[src/rtl/lane_fcmp_pkg.sv]
package lane_fcmp_pkg;

    localparam int WORD_W = 32;
    localparam int EXP_W  = 8;
    localparam int FRAC_W = 23;
    localparam int LANES  = 2;
    localparam int FIELDS = 8;
    localparam int NIB_W  = 4;

    localparam int CR_W   = FIELDS * NIB_W;
    localparam int FIDX_W = $clog2(FIELDS);
    localparam int SH_W   = $clog2(CR_W);
    localparam int OP_W   = LANES * WORD_W;

    typedef enum logic [1:0] {
        CMP_LT = 2'd0,
        CMP_EQ = 2'd1,
        CMP_GT = 2'd2,
        CMP_UN = 2'd3
    } cmp_out_e;

    typedef enum logic [1:0] {
        REL_EQ   = 2'd0,
        REL_GT   = 2'd1,
        REL_LT   = 2'd2,
        REL_NONE = 2'd3
    } rel_e;

    typedef struct packed {
        logic [CR_W-1:0] cr;
        logic            inv;
    } state_t;

endpackage

[src/rtl/lane_fcmp_lane.sv]
module lane_fcmp_lane
    import lane_fcmp_pkg::*;
#(
    parameter int W  = WORD_W,
    parameter int EW = EXP_W,
    parameter int FW = FRAC_W
) (
    input  logic [W-1:0] a_i,
    input  logic [W-1:0] b_i,
    output cmp_out_e     outc_o,
    output logic         snan_o
);

    localparam int MAG_W = W - 1;

    logic             a_nan, b_nan, a_snan, b_snan;
    logic             a_neg, b_neg;
    logic [MAG_W-1:0] a_mag, b_mag;

    always_comb begin
        a_neg  = a_i[W-1];
        b_neg  = b_i[W-1];
        a_mag  = a_i[MAG_W-1:0];
        b_mag  = b_i[MAG_W-1:0];
        a_nan  = (&a_i[FW +: EW]) && (|a_i[FW-1:0]);
        b_nan  = (&b_i[FW +: EW]) && (|b_i[FW-1:0]);
        a_snan = a_nan && !a_i[FW-1];
        b_snan = b_nan && !b_i[FW-1];
        snan_o = a_snan || b_snan;

        if (a_nan || b_nan) begin
            outc_o = CMP_UN;
        end else if ((a_mag == '0) && (b_mag == '0)) begin
            outc_o = CMP_EQ;
        end else if (a_i == b_i) begin
            outc_o = CMP_EQ;
        end else if (a_neg != b_neg) begin
            outc_o = a_neg ? CMP_LT : CMP_GT;
        end else if ((a_mag > b_mag) != a_neg) begin
            outc_o = CMP_GT;
        end else begin
            outc_o = CMP_LT;
        end
    end

endmodule

[src/rtl/lane_fcmp_rel.sv]
module lane_fcmp_rel
    import lane_fcmp_pkg::*;
(
    input  cmp_out_e outc_i,
    input  rel_e     rel_i,
    output logic     hit_o
);

    always_comb begin
        case (rel_i)
            REL_EQ:  hit_o = (outc_i == CMP_EQ);
            REL_GT:  hit_o = (outc_i == CMP_GT);
            REL_LT:  hit_o = (outc_i == CMP_LT);
            default: hit_o = 1'b0;
        endcase
    end

endmodule

[src/rtl/lane_fcmp_crfield.sv]
module lane_fcmp_crfield
    import lane_fcmp_pkg::*;
(
    input  logic              clk,
    input  logic              rst_n,
    input  logic              valid_i,
    input  logic              vec_i,
    input  logic [1:0]        rel_i,
    input  logic [FIDX_W-1:0] field_i,
    input  logic [OP_W-1:0]   opa_i,
    input  logic [OP_W-1:0]   opb_i,
    output logic [CR_W-1:0]   cr_o,
    output logic              inv_o
);

    cmp_out_e          outc [LANES];
    logic [LANES-1:0]  hit;
    logic [LANES-1:0]  snan;

    generate
        for (genvar g = 0; g < LANES; g++) begin : g_lane
            lane_fcmp_lane u_cmp (
                .a_i    (opa_i[g*WORD_W +: WORD_W]),
                .b_i    (opb_i[g*WORD_W +: WORD_W]),
                .outc_o (outc[g]),
                .snan_o (snan[g])
            );
            lane_fcmp_rel u_rel (
                .outc_i (outc[g]),
                .rel_i  (rel_e'(rel_i)),
                .hit_o  (hit[g])
            );
        end
    endgenerate

    state_t            st_d, st_q;
    logic [FIDX_W-1:0] slot_d;
    logic [SH_W-1:0]   shamt_d;
    logic [NIB_W-1:0]  nib_d;
    logic              inv_now_d;
    logic [CR_W-1:0]   mask_d;

    // lane 0 is the low word, lane 1 the high word
    always_comb begin
        st_d    = st_q;
        slot_d  = FIDX_W'(FIELDS - 1) - field_i;
        shamt_d = SH_W'(slot_d) * SH_W'(NIB_W);
        mask_d  = CR_W'({NIB_W{1'b1}}) << shamt_d;
        if (vec_i) begin
            nib_d     = {hit[1], hit[0], hit[1] | hit[0], hit[1] & hit[0]};
            inv_now_d = |snan;
        end else begin
            nib_d     = {1'b0, hit[0], 2'b00};
            inv_now_d = snan[0];
        end
        if (valid_i) begin
            st_d.cr  = (st_q.cr & ~mask_d) | (CR_W'(nib_d) << shamt_d);
            st_d.inv = st_q.inv | inv_now_d;
        end
    end

    always_ff @(posedge clk) begin
        if (!rst_n) begin
            st_q <= '0;
        end else begin
            st_q <= st_d;
        end
    end

    assign cr_o  = st_q.cr;
    assign inv_o = st_q.inv;

endmodule

[config.mk]
export PLATFORM = sky130hd
export DESIGN_NAME = lane_fcmp_crfield
export DESIGN_NICKNAME = d
export VERILOG_FILES = /design/src/rtl/lane_fcmp_pkg.sv /design/src/rtl/lane_fcmp_lane.sv /design/src/rtl/lane_fcmp_rel.sv /design/src/rtl/lane_fcmp_crfield.sv
export SDC_FILE = /design/constraint.sdc
export NUM_CORES = 1
export LEC_CHECK = 0
export ABC_CLOCK_PERIOD_IN_PS = 4100
export BUFFER_PORTS_ARGS = -buffer_cell sky130_fd_sc_hd__clkbuf_2
export CORE_ASPECT_RATIO = 1.25
export CORE_MARGIN = 5
export CORE_UTILIZATION = 48
export DETAILED_ROUTE_END_ITERATION = 7
export PLACE_DENSITY_LB_ADDON = 0.05
export SLEW_MARGIN = 40
export SYNTH_ARGS = -nofsm -noshare
export SYNTH_HDL_FRONTEND = slang
export SYNTH_HIERARCHICAL = 1
export SYNTH_SLANG_ARGS = --single-unit
[constraint.sdc]
create_clock -name clk -period 4.1 [get_ports clk]
set_input_delay 1.23 -clock clk [delete_from_list [all_inputs] [get_ports clk]]
set_output_delay 1.23 -clock clk [all_outputs]
set_load 0.1 [all_outputs]
==> results of run 1 <==
-- flip-flops by register name, indices dropped and copies added (netlist names) --
| register | count |
|---|---|
| inv_o | 1 |
| cr_o | 32 |
-- placed cells by master, fill, tap and decap left out, drive strengths merged, types with 3 or more instances in the layout --
master and instances:
nor3 6, clkbuf 176, o311ai 4, mux2i 32, ha 62, inv 64
nor2 14, a211oi 6, or3 8, nor4 32, nand4b 3, o21ai 7
nand2 55, a21boi 4, and4bb 3, a21oi 23, o211ai 3, nand3 7
nand4 28, dfxtp 33, buf 3
-- where the power goes --
| group | leakage, nW | switching (mW) | internal, mW |
|---|---|---|---|
| clock | 0.0443 | 0.112 | 0.133 |
| combinational | 2.04 | 0.179 | 0.134 |
| sequential | 0.266 | 0.00174 | 0.324 |
| total | 2.35 | 0.293 | 0.591 |
-- cells by family after synthesis --
kind of cell / share of synthesized area, %
buffers and inverters: 8.74
XOR/XNOR: 0.999
multiplexers: 9.14
adder cells (fa/ha/maj): 22.1
AND/OR/NAND/NOR: 28.6
AO/OA/AOI/OAI: 11.6
flip-flops: 18.8
-- through the flow --
stage          power (mW)  utilization [%]
2_1_floorplan       0.518                -
3_3_place_gp        0.636             62.5
3_5_place_dp        0.646             62.5
4_1_cts             0.892             63.7
5_1_grt             0.947             63.8
6_report            0.884             63.8
-- timing repair --
| action | CTS | global route |
|---|---|---|
| setup endpoints to repair | 0 | 8 |
| setup buffers | 0 | 1 |
| hold buffers | 0 | 0 |
-- cell usage after synthesis, types with 6 or more instances --
cell type,number,area (µm²)
a211oi_1,6,45.0
a21oi_1,23,115
dfxtp_1,33,661
ha_1,62,776
inv_1,64,240
mux2i_1,32,320
nand2_1,55,206
nand3_1,7,35.0
nand4_1,24,150
nor2_1,12,45.0
nor3_1,6,30.0
nor4_1,28,175
o21ai_0,7,35.0
or3_1,8,50.1
-- area by class of cell --
cell class | instances | share of cell area, %
Multi-Input combinational cell | 326 | 56.3
Timing Repair Buffer | 172 | 19.3
Sequential cell | 33 | 14.7
Inverter | 64 | 5.33
Tap cell | 90 | 2.50
Clock buffer | 7 | 1.92
-- worst max-delay path: stages --
cell and delay, ns:
clkbuf_2 0.11, inv_1 0.05, ha_1 0.31, nand4_2 0.15, nor4_2 0.43, nand2_1 0.13, a311o_1 0.33, o311ai_1 0.42
nand4bb_1 0.17, o31ai_2 0.11, nand2_1 0.31, mux2i_1 0.24
-- worst paths after layout --
| path | from | end | slack, ns | cells after the start |
|---|---|---|---|---|
| worst min-delay path | cr_o[30]$_SDFFE_PN0P_ | cr_o[30]$_SDFFE_PN0P_ | 0.46 | 2 |
| worst max register to register | cr_o[4]$_SDFFE_PN0P_ | cr_o[4]$_SDFFE_PN0P_ | 3.46 | 2 |
| worst max-delay path | opb_i[29] | cr_o[14]$_SDFFE_PN0P_ | 0.33 | 12 |
| worst min register to register | cr_o[30]$_SDFFE_PN0P_ | cr_o[30]$_SDFFE_PN0P_ | 0.46 | 2 |
-- metal layers --
| metal | vias to the layer above | share of wire [%] |
|---|---|---|
| met5 | - | 0 |
| met3 | 18 | 7.2 |
| met4 | 0 | 2.1 |
| met2 | 110 | 54 |
| met1 | 1679 | 37 |
| li1 | 1932 | - |
==> summary.txt, run 1 <==
Timing
  • Setup TNS: 0 ns
  • Slew margin rel.: 53.0%
  • Tcrit/Tclk final: 92.0%
  • Max Clock Skew: 0 ns
  • Final setup vio count: 0
  • RSZ-0062 raised after global routing: false
  • FMAX: 265 MHz
  • Final setup margin: 0.330 ns
  • Final min period: 3.77 ns
  • Final hold slack: 0.459 ns
  • Final Hold Viols: 0
  • Final-report max-slew violation count: 0
  • Worst slew pin tran: 0.705 ns

Finish
  • Area Growth Syn to Fin: 28.6%
  • Fin nets: 801
  • Antenna cells: 0
  • Register Area: 661 µm²
  • Design area: 4510 µm²
  • Non-filler instance count after layout: 692
  • # fillers: 660
  • Fraction of layout cells with a size suffix above 1: 32.6%
  • Area of the multi-input gates: 2540 µm²

Clock network
  • Htree depth: 2
  • Clock sink count: 33
  • Maximum clock insertion buffer count: 2
  • CTS Root Cell: clkbuf_8
  • Post-CTS sizing: 0
  • Clock Pin Slew Worst Setup and Hold Paths: around 0.06 ns
  • CTS tree: built
  • CTS Buf Count: 5
  • Worst skew pair latency: ~0.29 ns

Place
  • HPWL after detailed placement: 8.81 mm
  • Placer Congestion: 0.873
  • Placed Cells: 684
  • Post-place setup slack: -0.113 ns
  • Placed Area: 4410 µm²
  • Port buffer count: 169

Route
  • Via count: 3739
  • Initial drt markers: between 100 and 150
  • TritonRoute pass-1 iters: 4
  • Detailed Route WL: ~10 mm
  • Routed WL per cell: approximately 14 µm
  • Drt via density: ~5.4
  • Residual DRC: 0
  • Final ANT Viol Nets: 0

Logic synthesis
  • Post-synth EDFFs: 0
  • Synth async-reset ratio: 0%
  • FF+latch count, synth: 33
  • Seq/Total Area, Yosys: 18.8%
  • Synthesized Nets: roughly 630
  • Netlist cell types: 43
  • Synth warn: 6
  • Mapped Cells: 434
  • Primary FF master, synth: dfxtp_1
  • Synth Cell Area: 3510 µm²
  • Avg Cell Area, Syn: 8.08 µm²

Power
  • Leak: approximately 2.3 nW
  • Cell Pwr Density: 196 nW/µm²
  • VDD IR max: 209 µV

Floorplan
  • Die Y: 106 µm
  • I/O pins: 170
  • Die area: 9120 µm²
  • Floorplan Core Area: 7060 µm²
  • Initial Utilization: 49.6%
  • Die W: just under 90 µm
  • # rows: 34

GRT
  • GRT met3 Usage: 3.83%
  • Gr ovfl total: 0
  • Largest net degree at the start of global routing: 39
  • Met1 GRT Util: 21.6%
  • Initial antenna violation count: 0
  • Total GRT Usage: 21.6%
  • Via count of the first global-routing pass: approximately 3.9k
  • Met2 Usage GRT: 43.0%
  • GRT busiest layer: met2
  • First-pass GRT wire length: about 16 mm

Worst setup path
  • Crit path launch type: input port
  • Crit path capture type: register
  • CP Data Required Time: 4.31 ns
  • Worst-path fanout max: 8
  • Critical Path AT: 3.98 ns
  • Kind of critical path: in -> reg

Run status
  • Run status: finished, final reports clean

Run
  • Max Cap Viol: 0

Worst hold path
  • HP Class: reg -> reg
(Power assumes the default switching activity.)
==> run 2, diff against run 1 <==
--- a/config.mk
+++ b/config.mk
@@ -11,6 +11,7 @@
 export CORE_MARGIN = 5
 export CORE_UTILIZATION = 48
 export DETAILED_ROUTE_END_ITERATION = 7
+export GPL_TIMING_DRIVEN = 0
 export PLACE_DENSITY_LB_ADDON = 0.05
 export SLEW_MARGIN = 40
 export SYNTH_ARGS = -nofsm -noshare
==> constraint.sdc (replaced) <==
create_clock -name clk -period 4.1 [get_ports clk]
set_input_delay 0 -clock clk [delete_from_list [all_inputs] [get_ports clk]]
set_output_delay 0 -clock clk [all_outputs]
set_load 0.1 [all_outputs]
==> summary.txt, run 2 (synthesis results as in run 1) <==
Floorplan
  • Die area: 9120 µm² (unchanged)
  • Die W: 86.4 µm (unchanged)
  • Floorplan Core Area: 7060 µm² (unchanged)
  • # rows: 34 (unchanged)
  • Initial Utilization: 49.6% (unchanged)
  • Die Y: 106 µm (unchanged)
  • I/O pins: 170 (unchanged)

Place
  • Placed Area: 4440 µm² (+0.71%)
  • Port buffer count: 165 (-2.4%)
  • HPWL after detailed placement: 8.92 mm (+1.2%)
  • Post-place setup slack: 0.970 ns (+1.08 ns)
  • Placer Congestion: 0.835 (-4.3%)

GRT
  • Gr ovfl total: 0 (unchanged)
  • Initial antenna violation count: 0 (unchanged)
  • Via count of the first global-routing pass: 3870 (-1.5%)
  • Largest net degree at the start of global routing: 11 (-72%)
  • First-pass GRT wire length: 16.2 mm (-0.72%)
  • Total GRT Usage: 21.4% (-0.24 points)

Finish
  • Design area: 4570 µm² (+1.3%)
  • Fin nets: 806 (+0.62%)
  • Antenna cells: 0 (unchanged)
  • Number of flip-flops in the largest register: 32 (unchanged)
  • Most common cell after layout, fill and taps aside: clkbuf_2
  • Commonest non-fill, non-tap cells in the layout: 168 x clkbuf_2, 64 x inv_1, 62 x ha_1
  • Area Growth Syn to Fin: 30.2%
  • Fraction of layout cells with a size suffix above 1: 33.2% (+0.67 points)

Power
  • P_int: 0.657 mW (+11%)
  • Sw frac: 31.5% (-1.7 points)
  • Comb power frac: 32.8% (-2.7 points)
  • Clk pwr share: 33.3% (+5.6 points)
  • Leak: 2.39 nW (+1.6%)
  • Flop pwr share: 33.9% (-2.9 points)
  • VDD IR max: 216 µV (+3.5%)
  • Cell Pwr Density: 210 nW/µm² (+7.1%)
  • Power consumption: 0.959 mW (+8.5%)
  • Psw: 0.302 mW (+3.0%)

Clock network
  • Worst skew pair latency: 0.29 ns (about the same)
  • CTS Buf Count: 5 (unchanged)
  • Htree depth: 2 (unchanged)
  • CTS tree: built
  • Hold buffer count at CTS: 0 (unchanged)
  • CTS Root Cell: clkbuf_8
  • Post-CTS setup buffers: 0 (unchanged)
  • Clock sink count: 33 (unchanged)
  • Clock Pin Slew Worst Setup and Hold Paths: 0.07 ns (about the same)
  • Maximum clock insertion buffer count: 2 (unchanged)
  • Post-CTS sizing: 0 (unchanged)

Route
  • Routed WL per cell: 14.4 µm (about the same)
  • Residual DRC: 0 (unchanged)
  • Final ANT Viol Nets: 0 (unchanged)
  • Via count: 3812 (+2.0%)
  • Initial drt markers: 41 (-68%)
  • Drt via density: 5.46 (+1.1%)
  • TritonRoute pass-1 iters: 4 (unchanged)
  • Detailed Route WL: 10.0 mm (+0.84%)

Run status
  • Run status: finished, final reports clean

Timing
  • Max Clock Skew: 0 ns (unchanged)
  • Setup TNS: 0 ns (unchanged)
  • RSZ-0062 raised after global routing: false
  • FMAX: 361 MHz (+36%)
  • Final setup margin: 1.33 ns (+1.00 ns)
  • Slew margin rel.: 63.5% (+11 points)
  • Final Hold Viols: 0 (unchanged)
  • Tcrit/Tclk final: 67.6% (-24 points)
  • Final min period: 2.77 ns (-1.00 ns)
  • Final-report max-slew violation count: 0 (unchanged)
  • Final setup vio count: 0 (unchanged)
  • Worst slew pin tran: 0.549 ns (-0.156 ns)

Worst setup path
  • CP Data Required Time: 4.29 ns (-0.02 ns)
  • Crit path capture type: register
  • Kind of critical path: in -> reg
  • Crit path launch type: input port
  • Worst reg-to-reg path cell count: 2 (unchanged)
  • Worst-path fanout max: 8 (unchanged)
  • Critical Path AT: 2.96 ns (-1.02 ns)

Worst hold path
  • Hold Path Depth: 3 (+1)
  • HP Class: in -> reg

Run
  • Max Cap Viol: 0 (unchanged)
## run 2: changes by cell type in the layout (fill, tap and decap cells not counted), sizes merged
cell | previous run | this run
bufinv | 0 | 1
clkbuf | 176 | 175
buf | 3 | 9
## run 2: area by class of cell
| cell class | instances | area (µm²) |
|---|---|---|
| buffer | 11 | 66.3 |
| timing repair buffer | 166 | 831 |
| fill | 673 | 2500 |
| clock inverter | 1 | 30.0 |
| tap | 90 | 113 |
| sequential | 33 | 661 |
| clock buffer | 7 | 86.3 |
| inverter | 64 | 240 |
| multi-input combinational | 326 | 2540 |
## run 2: worst max-delay path: stages
cell and delay, ns:
clkbuf_2 0.12, inv_1 0.05, ha_1 0.30, a21oi_1 0.12, o21ai_0 0.11, a221oi_1 0.29, o211ai_1 0.17, a311o_1 0.38
o311ai_1 0.40, nand4bb_1 0.16, o31ai_2 0.11, nand4_1 0.42, mux2i_1 0.32
## run 2: metrics by stage
step                utilization (%)  instances  hold slack, ns
finish                         64.7        698          0.0263
global route                   64.7        698          0.0453
CTS                            64.6        697          0.0318
detailed placement             62.9        689           0.335
global placement               62.9        689           0.331
floorplan                         -        434           0.196
## run 2: path summary, 6_finish.rpt
kind / to / from / slack (ns)
min: cr_o[31]$_SDFFE_PN0P_ / field_i[2] / 0.03
max reg2reg: cr_o[4]$_SDFFE_PN0P_ / cr_o[4]$_SDFFE_PN0P_ / 3.42
max: cr_o[4]$_SDFFE_PN0P_ / opb_i[54] / 1.33
min reg2reg: cr_o[20]$_SDFFE_PN0P_ / cr_o[20]$_SDFFE_PN0P_ / 0.46
## run 2: per-layer routing
layer	routed length [µm]	share of wire (%)	GRT usage (%)
met3	677	6.7	4.14
met5	0	0	0
met1	3690	37	22.0
met2	5550	55	42.6
met4	125	1.2	5.46
## run 2: power groups by stage
stage / combinational [mW] / sequential [mW] / clock [mW]
4_1_cts: 0.317 / 0.325 / 0.323
6_report: 0.314 / 0.325 / 0.320
2_1_floorplan: 0.163 / 0.355 / 0
3_5_place_dp: 0.315 / 0.333 / 0
5_1_grt: 0.355 / 0.326 / 0.340
3_3_place_gp: 0.306 / 0.333 / 0
